`config.mk`:
```
export PLATFORM = sky130hd
export DESIGN_NAME = pcj_unit
export DESIGN_NICKNAME = d
export VERILOG_FILES = /design/src/rtl/pcj_pkg.sv /design/src/rtl/pcj_decode.sv /design/src/rtl/pcj_seq.sv /design/src/rtl/pcj_next_page.sv /design/src/rtl/pcj_pc_reg.sv /design/src/rtl/pcj_unit.sv
export SDC_FILE = /design/constraint.sdc
export NUM_CORES = 1
export LEC_CHECK = 0
export BUFFER_PORTS_ARGS = -buffer_cell sky130_fd_sc_hd__buf_2
export CAP_MARGIN = 20
export CELL_PAD_IN_SITES_DETAIL_PLACEMENT = 0
export CELL_PAD_IN_SITES_GLOBAL_PLACEMENT = 1
export CORE_UTILIZATION = 35
export CTS_BUF_LIST = sky130_fd_sc_hd__clkbuf_16
export CTS_CLUSTER_DIAMETER = 60
export DETAILED_ROUTE_END_ITERATION = 6
export HOLD_SLACK_MARGIN = 0.12
export PLACE_DENSITY_LB_ADDON = 0.1
export SYNTH_ARGS = -nofsm -noshare
export SYNTH_HDL_FRONTEND = slang
export SYNTH_SLANG_ARGS = --single-unit
```
`constraint.sdc`:
```
create_clock -name clk -period 2.7 [get_ports clk]
set_input_delay 0.27 -clock clk [delete_from_list [all_inputs] [get_ports clk]]
set_output_delay 0.27 -clock clk [all_outputs]
set_load 0.01 [all_outputs]
```
`src/rtl/pcj_pkg.sv`:
```
package pcj_pkg;

    typedef enum logic [1:0] {
        SEQ_IDLE   = 2'd0,
        SEQ_HOLD   = 2'd1,
        SEQ_COMMIT = 2'd2
    } seq_state_t;

    typedef enum logic [1:0] {
        OP_PLAIN   = 2'd0,
        OP_PAGESET = 2'd1,
        OP_JUMPZ   = 2'd2
    } op_kind_t;

    localparam logic [3:0] JUMPZ_CODE   = 4'b0110;
    localparam logic [6:0] PAGESET_CODE = 7'b1110010;

endpackage

```
`src/rtl/pcj_decode.sv`:
```
module pcj_decode
    import pcj_pkg::*;
#(
    parameter int INSTR_W = 12,
    parameter int STEP_W  = 8,
    parameter int PAGE_W  = 4
) (
    input  logic [INSTR_W-1:0] instr_i,
    output op_kind_t           kind_o,
    output logic [STEP_W-1:0]  target_o,
    output logic               set_bank_o,
    output logic [PAGE_W-1:0]  set_page_o
);
    localparam int MAJ_W = 4;
    localparam int PS_W  = INSTR_W - PAGE_W - 1;

    logic [MAJ_W-1:0] major;
    logic [PS_W-1:0]  ps_field;

    assign major    = instr_i[INSTR_W-1 -: MAJ_W];
    assign ps_field = instr_i[INSTR_W-1 : PAGE_W+1];

    always_comb begin
        if (major == JUMPZ_CODE) begin
            kind_o = OP_JUMPZ;
        end else if (ps_field == PS_W'(PAGESET_CODE)) begin
            kind_o = OP_PAGESET;
        end else begin
            kind_o = OP_PLAIN;
        end
    end

    assign target_o   = instr_i[STEP_W-1:0];
    assign set_bank_o = instr_i[PAGE_W];
    assign set_page_o = instr_i[PAGE_W-1:0];

endmodule

```
`src/rtl/pcj_seq.sv`:
```
module pcj_seq
    import pcj_pkg::*;
#(
    parameter int JUMP_CYCLES = 5
) (
    input  logic clk,
    input  logic rst_n,
    input  logic start_i,
    output logic busy_o,
    output logic commit_o
);
    localparam int CNT_W = (JUMP_CYCLES > 2) ? $clog2(JUMP_CYCLES - 1) : 1;
    localparam logic [CNT_W-1:0] HOLD_INIT = CNT_W'(JUMP_CYCLES - 2);

    seq_state_t       state_q, state_d;
    logic [CNT_W-1:0] cnt_q, cnt_d;

    // state register
    always_ff @(posedge clk) begin
        if (!rst_n) begin
            state_q <= SEQ_IDLE;
            cnt_q   <= '0;
        end else begin
            state_q <= state_d;
            cnt_q   <= cnt_d;
        end
    end

    // transitions
    always_comb begin
        state_d = state_q;
        cnt_d   = cnt_q;
        unique case (state_q)
            SEQ_IDLE: begin
                if (start_i) begin
                    state_d = SEQ_HOLD;
                    cnt_d   = HOLD_INIT;
                end
            end
            SEQ_HOLD: begin
                if (cnt_q == '0) begin
                    state_d = SEQ_COMMIT;
                end else begin
                    cnt_d = cnt_q - 1'b1;
                end
            end
            SEQ_COMMIT: begin
                state_d = SEQ_IDLE;
            end
            default: begin
                state_d = SEQ_IDLE;
                cnt_d   = '0;
            end
        endcase
    end

    // outputs
    always_comb begin
        busy_o   = 1'b0;
        commit_o = 1'b0;
        unique case (state_q)
            SEQ_IDLE:   busy_o = 1'b0;
            SEQ_HOLD:   busy_o = 1'b1;
            SEQ_COMMIT: begin
                busy_o   = 1'b1;
                commit_o = 1'b1;
            end
            default:    busy_o = 1'b0;
        endcase
    end

endmodule

```
`src/rtl/pcj_next_page.sv`:
```
module pcj_next_page #(
    parameter int PAGE_W = 4
) (
    input  logic              clk,
    input  logic              rst_n,
    input  logic              load_i,
    input  logic              bank_i,
    input  logic [PAGE_W-1:0] page_i,
    output logic              bank_o,
    output logic [PAGE_W-1:0] page_o
);
    always_ff @(posedge clk) begin
        if (!rst_n) begin
            bank_o <= 1'b0;
            page_o <= '0;
        end else if (load_i) begin
            bank_o <= bank_i;
            page_o <= page_i;
        end
    end
endmodule

```
`src/rtl/pcj_pc_reg.sv`:
```
module pcj_pc_reg #(
    parameter int PAGE_W = 4,
    parameter int STEP_W = 8
) (
    input  logic              clk,
    input  logic              rst_n,
    input  logic              adv_i,
    input  logic              load_i,
    input  logic              bank_i,
    input  logic [PAGE_W-1:0] page_i,
    input  logic [STEP_W-1:0] step_i,
    output logic              bank_o,
    output logic [PAGE_W-1:0] page_o,
    output logic [STEP_W-1:0] step_o
);
    always_ff @(posedge clk) begin
        if (!rst_n) begin
            bank_o <= 1'b0;
            page_o <= '0;
            step_o <= '0;
        end else if (load_i) begin
            bank_o <= bank_i;
            page_o <= page_i;
            step_o <= step_i;
        end else if (adv_i) begin
            step_o <= step_o + 1'b1;
        end
    end
endmodule

```
`src/rtl/pcj_unit.sv`:
```
module pcj_unit
    import pcj_pkg::*;
#(
    parameter int INSTR_W     = 12,
    parameter int STEP_W      = 8,
    parameter int PAGE_W      = 4,
    parameter int JUMP_CYCLES = 5
) (
    input  logic               clk,
    input  logic               rst_n,
    input  logic [INSTR_W-1:0] instr_i,
    input  logic               instr_valid_i,
    input  logic               zero_i,
    output logic               bank_o,
    output logic [PAGE_W-1:0]  page_o,
    output logic [STEP_W-1:0]  step_o,
    output logic               busy_o
);
    op_kind_t          kind;
    logic [STEP_W-1:0] dec_target;
    logic              dec_bank;
    logic [PAGE_W-1:0] dec_page;
    logic              accept;
    logic              start_jump;
    logic              commit;
    logic              stage_bank;
    logic [PAGE_W-1:0] stage_page;
    logic              taken_q;
    logic [STEP_W-1:0] target_q;
    logic              pc_adv;
    logic              pc_load;

    pcj_decode #(
        .INSTR_W (INSTR_W),
        .STEP_W  (STEP_W),
        .PAGE_W  (PAGE_W)
    ) dec_i (
        .instr_i    (instr_i),
        .kind_o     (kind),
        .target_o   (dec_target),
        .set_bank_o (dec_bank),
        .set_page_o (dec_page)
    );

    assign accept     = instr_valid_i && !busy_o;
    assign start_jump = accept && (kind == OP_JUMPZ);

    pcj_seq #(
        .JUMP_CYCLES (JUMP_CYCLES)
    ) seq_i (
        .clk      (clk),
        .rst_n    (rst_n),
        .start_i  (start_jump),
        .busy_o   (busy_o),
        .commit_o (commit)
    );

    pcj_next_page #(
        .PAGE_W (PAGE_W)
    ) stage_i (
        .clk    (clk),
        .rst_n  (rst_n),
        .load_i (accept && (kind == OP_PAGESET)),
        .bank_i (dec_bank),
        .page_i (dec_page),
        .bank_o (stage_bank),
        .page_o (stage_page)
    );

    // condition and target frozen at acceptance
    always_ff @(posedge clk) begin
        if (!rst_n) begin
            taken_q  <= 1'b0;
            target_q <= '0;
        end else if (start_jump) begin
            taken_q  <= zero_i;
            target_q <= dec_target;
        end
    end

    assign pc_adv  = (accept && (kind != OP_JUMPZ)) || (commit && !taken_q);
    assign pc_load = commit && taken_q;

    pcj_pc_reg #(
        .PAGE_W (PAGE_W),
        .STEP_W (STEP_W)
    ) pc_i (
        .clk    (clk),
        .rst_n  (rst_n),
        .adv_i  (pc_adv),
        .load_i (pc_load),
        .bank_i (stage_bank),
        .page_i (stage_page),
        .step_i (target_q),
        .bank_o (bank_o),
        .page_o (page_o),
        .step_o (step_o)
    );

endmodule

```
## Word-level counts from Yosys, hierarchy flattened

Cells that the tools add are included.

- Input bits: 16
- Output and inout port bits: 14
- Bits in registers: 31
- Word-level logic and storage cells: 49

- Equal/unequal tests: 10
- $add $sub $neg: 2
- Muxes and demuxes: 12
- Bitwise operators: 1
- Reductions and logical operators: 15

Operators with widths:

| kind | number |
|---|---|
| $mux 8 | 2 |
| $mux 2 | 5 |
| $add 8x1->8 const B | 1 |
| $eq 7x7->1 const B | 1 |
| $logic_and 1x1->1 | 6 |
| $pmux 2 s3 | 1 |
| $eq 2x1->1 const B | 2 |
| $eq 2x2->1 const B | 2 |
| $eq 4x3->1 const B | 1 |
| $logic_not 2->1 | 2 |
| $ne 2x1->1 const B | 2 |
| $ne 2x2->1 const B | 2 |
| $pmux 2 s2 | 1 |
| $mux 1 | 3 |
| $reduce_and 3->1 | 1 |
| $logic_not 1->1 | 2 |
| $reduce_and 2->1 | 1 |
| $reduce_bool 2->1 | 1 |
| $reduce_or 2->1 | 1 |
| $sub 2x1->2 const B | 1 |
| $logic_or 1x1->1 | 1 |
| $not 1->1 | 1 |

## Longest topological paths before layout

- Depth in word-level cells: 9
- Mapped depth: 8
- Depth with buffers taken out: 6

## Hierarchy

A second synthesis with hierarchy kept.

- Cells, all modules: 183
- Area, all modules: 1,665.3 µm²

By module, submodules not included:

| module | times used | sequential area each (µm²) | cells each | area each (µm²) |
|---|---|---|---|---|
| pcj_pc_reg | 1 | 260.2 | 69 | 630.6 |
| pcj_unit | 1 | 180.2 | 46 | 416.6 |
| pcj_seq | 1 | 80.1 | 35 | 289.0 |
| pcj_next_page | 1 | 100.1 | 16 | 192.7 |
| pcj_decode | 1 | 0.0 | 17 | 136.4 |

## Worst setup path before layout

Ideal clock, no wire load.

- Path kind: register -> register
- From: register seq_i.state_q[0]
- To: register pc_i.step_o[6]
- Path buffers: 1
- Required time: 2.626 ns
- Slack: 0.882 ns
- Library setup time: 0.074 ns
- Arrival: 1.744 ns
- Stages on the path, launching flop included: 8
- Clock period less this slack: 1.818 ns
- Cell sequence: dfxtp_1 inv_1 ha_1 nor2b_2 buf_4 a21oi_4 or4_1 a31oi_1

- Word-level cells in the longest chain between the ends: 8
- Elaborated cells between the ends (all ways): 13
- Classes of those cells: 2 x eq/ne; 3 x mux; 8 x reduce/logical

RTL lines:

| element | RTL line | RTL |
|---|---|---|
| from (decl) | pcj_seq.sv:15 | `seq_state_t state_q, state_d;` |
| from (signal assigned) | pcj_seq.sv:24 | `state_q <= state_d;` |
| $eq 2x1->1 or $eq 2x2->1 (tied branches) | pcj_seq.sv:61 | `unique case (state_q)` |
| $reduce_or 2->1 (no line) * | - |  |
| $mux 1 * | pcj_seq.sv:61 |  |
| via busy_o | pcj_unit.sv:17 | `output logic busy_o` |
| $logic_not 1->1 * | pcj_unit.sv:45 | `assign accept = instr_valid_i && !busy_o;` |
| $logic_and 1x1->1 * | pcj_unit.sv:45 |  |
| $logic_and 1x1->1 * | pcj_unit.sv:81 | `assign pc_adv = (accept && (kind != OP_JUMPZ)) \|\| (commit && !taken_q);` |
| $logic_or 1x1->1 * | pcj_unit.sv:81 |  |
| $reduce_bool 2->1 (no line) * | - |  |
| to (signal assigned) | pcj_pc_reg.sv:24 | `step_o <= step_i;` |
| to (signal assigned) | pcj_pc_reg.sv:26 | `step_o <= step_o + 1'b1;` |
| to (decl) | pcj_pc_reg.sv:14 | `output logic [STEP_W-1:0] step_o` |

The timed path passes the listed nets; every way through them passes the cells marked *.
A chain may end at the register's enable or synchronous reset.

## Worst setup path after layout

- From: register seq_i.state_q[0]
- To: register stage_i.bank_o

- Word-level cells in the longest chain between the ends: 6
- Elaborated cells between the ends (all ways): 7
- Classes of those cells: 2 x eq/ne; 1 x mux; 4 x reduce/logical

RTL lines:

| element | RTL line | RTL |
|---|---|---|
| $eq 2x1->1 or $eq 2x2->1 (tied branches) | pcj_seq.sv:61 |  |
| $reduce_or 2->1 (no line) * | - |  |
| $mux 1 * | pcj_seq.sv:61 |  |
| $logic_not 1->1 * | pcj_unit.sv:45 |  |
| $logic_and 1x1->1 * | pcj_unit.sv:45 |  |
| $logic_and 1x1->1 * | pcj_unit.sv:63 | `.load_i (accept && (kind == OP_PAGESET)),` |
| to (signal assigned) | pcj_next_page.sv:17 | `bank_o <= bank_i;` |
| to (decl) | pcj_next_page.sv:9 | `output logic bank_o,` |

Mark *: on every way between the ends. The rest lies on a longest branch, timed or not.

==> out/metrics.csv <==
metric;value;unit
RePlAce Congestion;0.7926;
Max Clock Freq;486.5;MHz
clock-pin slew on the worst setup and hold paths;0.05;ns
slew margin rel.;61.03;%
Post-synth ARST share;0;%
Nets;230;
clk buf depth;2;
grt total ovfl;0;
Post-Synthesis Cells;177;
fill cell count;415;
Detail Route Antenna Nets;0;
sw frac;31.47;%
Slew @ Worst Pin;0.5831;ns
first-pass GRT wire length;6065;um
Post-synth top flop;dfxtp_1;
P_int;0.9833;mW
list of most frequent post-synthesis cells;31 x dfxtp_1, 31 x nand2_1, 20 x a21oi_1;
Routed WL;3659;um
VDD IR max;0.3777;mV
Clk Latency, worst-skew pair;0.27;ns
CP arrival;2.21;ns
Top delay family on crit path;simple AND/OR/NAND/NOR gates;
Pwr Density;789.3;nW/um2
RR Startpoint;seq_i.state_q[0];
Std-Cell Rows;23;
synth warn;0;
Synth cell types;40;
Setup crit end kind;flop;
Critical path origin;seq_i.state_q[0];
largest net degree at the start of global routing;17;
status;finished, final reports clean;
cts hold-fix bufs;0;
critical path class;flop to flop;
drt pass-1 iters;4;
RSZ-0062 raised after global routing;no;
CTS Buf Count;5;
Cell Area, Synth;1490;um2
Util after Layout;44.80;%
# setup viols final;0;
slowest stage delay, CP;0.38;ns
Die Wd;67.25;um
CP endpoint;stage_i.bank_o;
initial antenna violation count;0;
DRT iter0 DRCs;60;
H-tree levels;2;
Vias/cell;5.186;
CP bufs+invs;2;
CTS tree;built;
largest cells by area after synthesis;dfxtp_1 42%, nand2_1 7.8%, a21oi_1 6.7%, ha_1 5.9%, mux2i_1 4.0%;
fraction of layout cells with a size suffix above 1;20.67;%
Total GRT Usage;18.77;%
Levels on crit path;7;
Post-Syn Nets;200;
FF-to-FF path depth;7;
vias in the first global route;1277;
Seq pwr share;36.6;%
drt wl/cell;14.18;um
Startpoint Class;flop;
Initial Utilization;36.73;%
Yosys top cell by area;dfxtp_1;
crit path time final;2.055;ns
Layout Skew;0.003357;ns
post-route setup slack;0.6446;ns
share of Yosys cell area claimed by the top area cell type;41.65;%
clock power share;37.1;%
Die H;67.25;um
worst-path maximum fanout;11;
Syn Area/Cell;8.419;um2
Gates resized, CTS repair;0;
Logic pwr share;26.3;%
period utilization;76.13;%
I/O Pins;30;
die area;4523;um2
Final HPWL DP;2707;um
postcts setup bufs;0;
Slowest-stage cell, CP;dfxtp_1;
Req. time, crit path;2.86;ns
Root Driver;clkbuf_16;
register bit total from synthesis;31;
sequential fraction of the synthesis area;41.65;%
I/O Buffers;29;
Max Cap Viol;0;
pre-CTS WS;0.6689;ns
Syn-to-layout area delta;22.00;%
core area;4058;um2
final hold vios;0;
Post-synth EDFFs;0;
clock sink count;31;
crit path cell chain;inv_1, ha_1, nor2b_2, buf_4, nand4_1, mux2i_1, nor2_1;
routed vias;1338;
P_leak;0.7515;nW
Worst Hold Class;input port to flop;
Switch Pwr;0.4516;mW
Ant. Diodes;0;
r2r setup slk;0.64;ns
final-report max-slew violation count;0;
DR DRC count;0;
final setup TNS;0;ns
Reg2Reg Capture Point;stage_i.bank_o;
-- layer usage --
| metal | routed length (um) | GRT usage [%] |
|---|---|---|
| met1 | 1804 | 23.83 |
| met5 | 0 | 0 |
| met3 | 149 | 4.899 |
| met4 | 73 | 9.309 |
| met2 | 1631 | 29.25 |
-- logic make-up after synthesis --
kind of cell,synth area share (%)
AO/OA/AOI/OAI,19.98
multiplexers,4.030
adder cells (fa/ha/maj),5.877
flip-flops,41.65
AND/OR/NAND/NOR,24.27
buffers and inverters,4.198
-- sequential cells by signal, summed over array words and instances, names as in the netlist --
register,cells
stage_i.page_o,4
seq_i.cnt_q,2
seq_i.state_q,2
pc_i.bank_o,1
pc_i.step_o,8
stage_i.bank_o,1
pc_i.page_o,4
target_q,8
taken_q,1
-- per-stage QoR --
stage,total power [mW],area [um2],cells,hold WS (ns)
floorplan,0.8113,1490,177,0.4139
global placement,0.9024,1677,250,0.4434
detailed placement,0.9152,1677,250,0.4439
CTS,1.453,1818,258,0.2453
global route,1.535,1818,258,0.2605
finish,1.435,1818,258,0.2472
-- cell usage in the layout (no fill, tap or decap), types with 2 or more instances in the layout --
master	netlist	final
nand2_1	31	31
dfxtp_1	31	31
buf_2	2	29
a21oi_1	20	20
nand3_1	12	12
nor2_1	10	10
o21ai_0	8	8
inv_1	6	7
ha_1	7	7
mux2i_1	6	6
clkbuf_16	0	5
nor3_1	3	3
nand4_1	2	2
nor2b_1	2	2
o21a_1	2	2
a211oi_1	2	2
a31oi_1	2	2
or3_1	2	2
o31a_1	2	2
a311oi_1	2	2
buf_4	1	2
-- tightest hold or removal path, cell delays in order --
cell,delay (ns)
buf_2,0.09
mux2i_1,0.06
nor2_1,0.07
-- power groups by stage --
| stage | combinational, mW | sequential [mW] | clock [mW] |
|---|---|---|---|
| floorplan | 0.277 | 0.535 | 0 |
| global placement | 0.371 | 0.531 | 0 |
| detailed placement | 0.380 | 0.535 | 0 |
| CTS | 0.382 | 0.525 | 0.545 |
| global route | 0.430 | 0.532 | 0.573 |
| finish | 0.377 | 0.526 | 0.532 |
-- worst min-delay path by stage --
stage,slack (ns),cells past startpoint,start,end
2_1_floorplan,0.41,2,instr_i[4],stage_i.bank_o
3_3_place_gp,0.44,2,pc_i.bank_o,pc_i.bank_o
3_5_place_dp,0.44,2,pc_i.page_o[3],pc_i.page_o[3]
4_1_cts,0.25,3,instr_i[1],stage_i.page_o[1]
5_1_grt,0.26,3,instr_i[1],stage_i.page_o[1]
6_report,0.25,3,instr_i[1],stage_i.page_o[1]
-- cell type report --
type	count	area, um2	share of cell area (%)
Timing Repair Buffer	31	160.2	8.809
Clock buffer	5	125.1	6.882
Sequential cell	31	620.6	34.14
Clock inverter	3	16.27	0.8947
Tap cell	50	62.56	3.441
Multi-Input combinational cell	131	807.0	44.39
Inverter	7	26.28	1.445
Note: power is estimated with default switching activity, not from simulation.
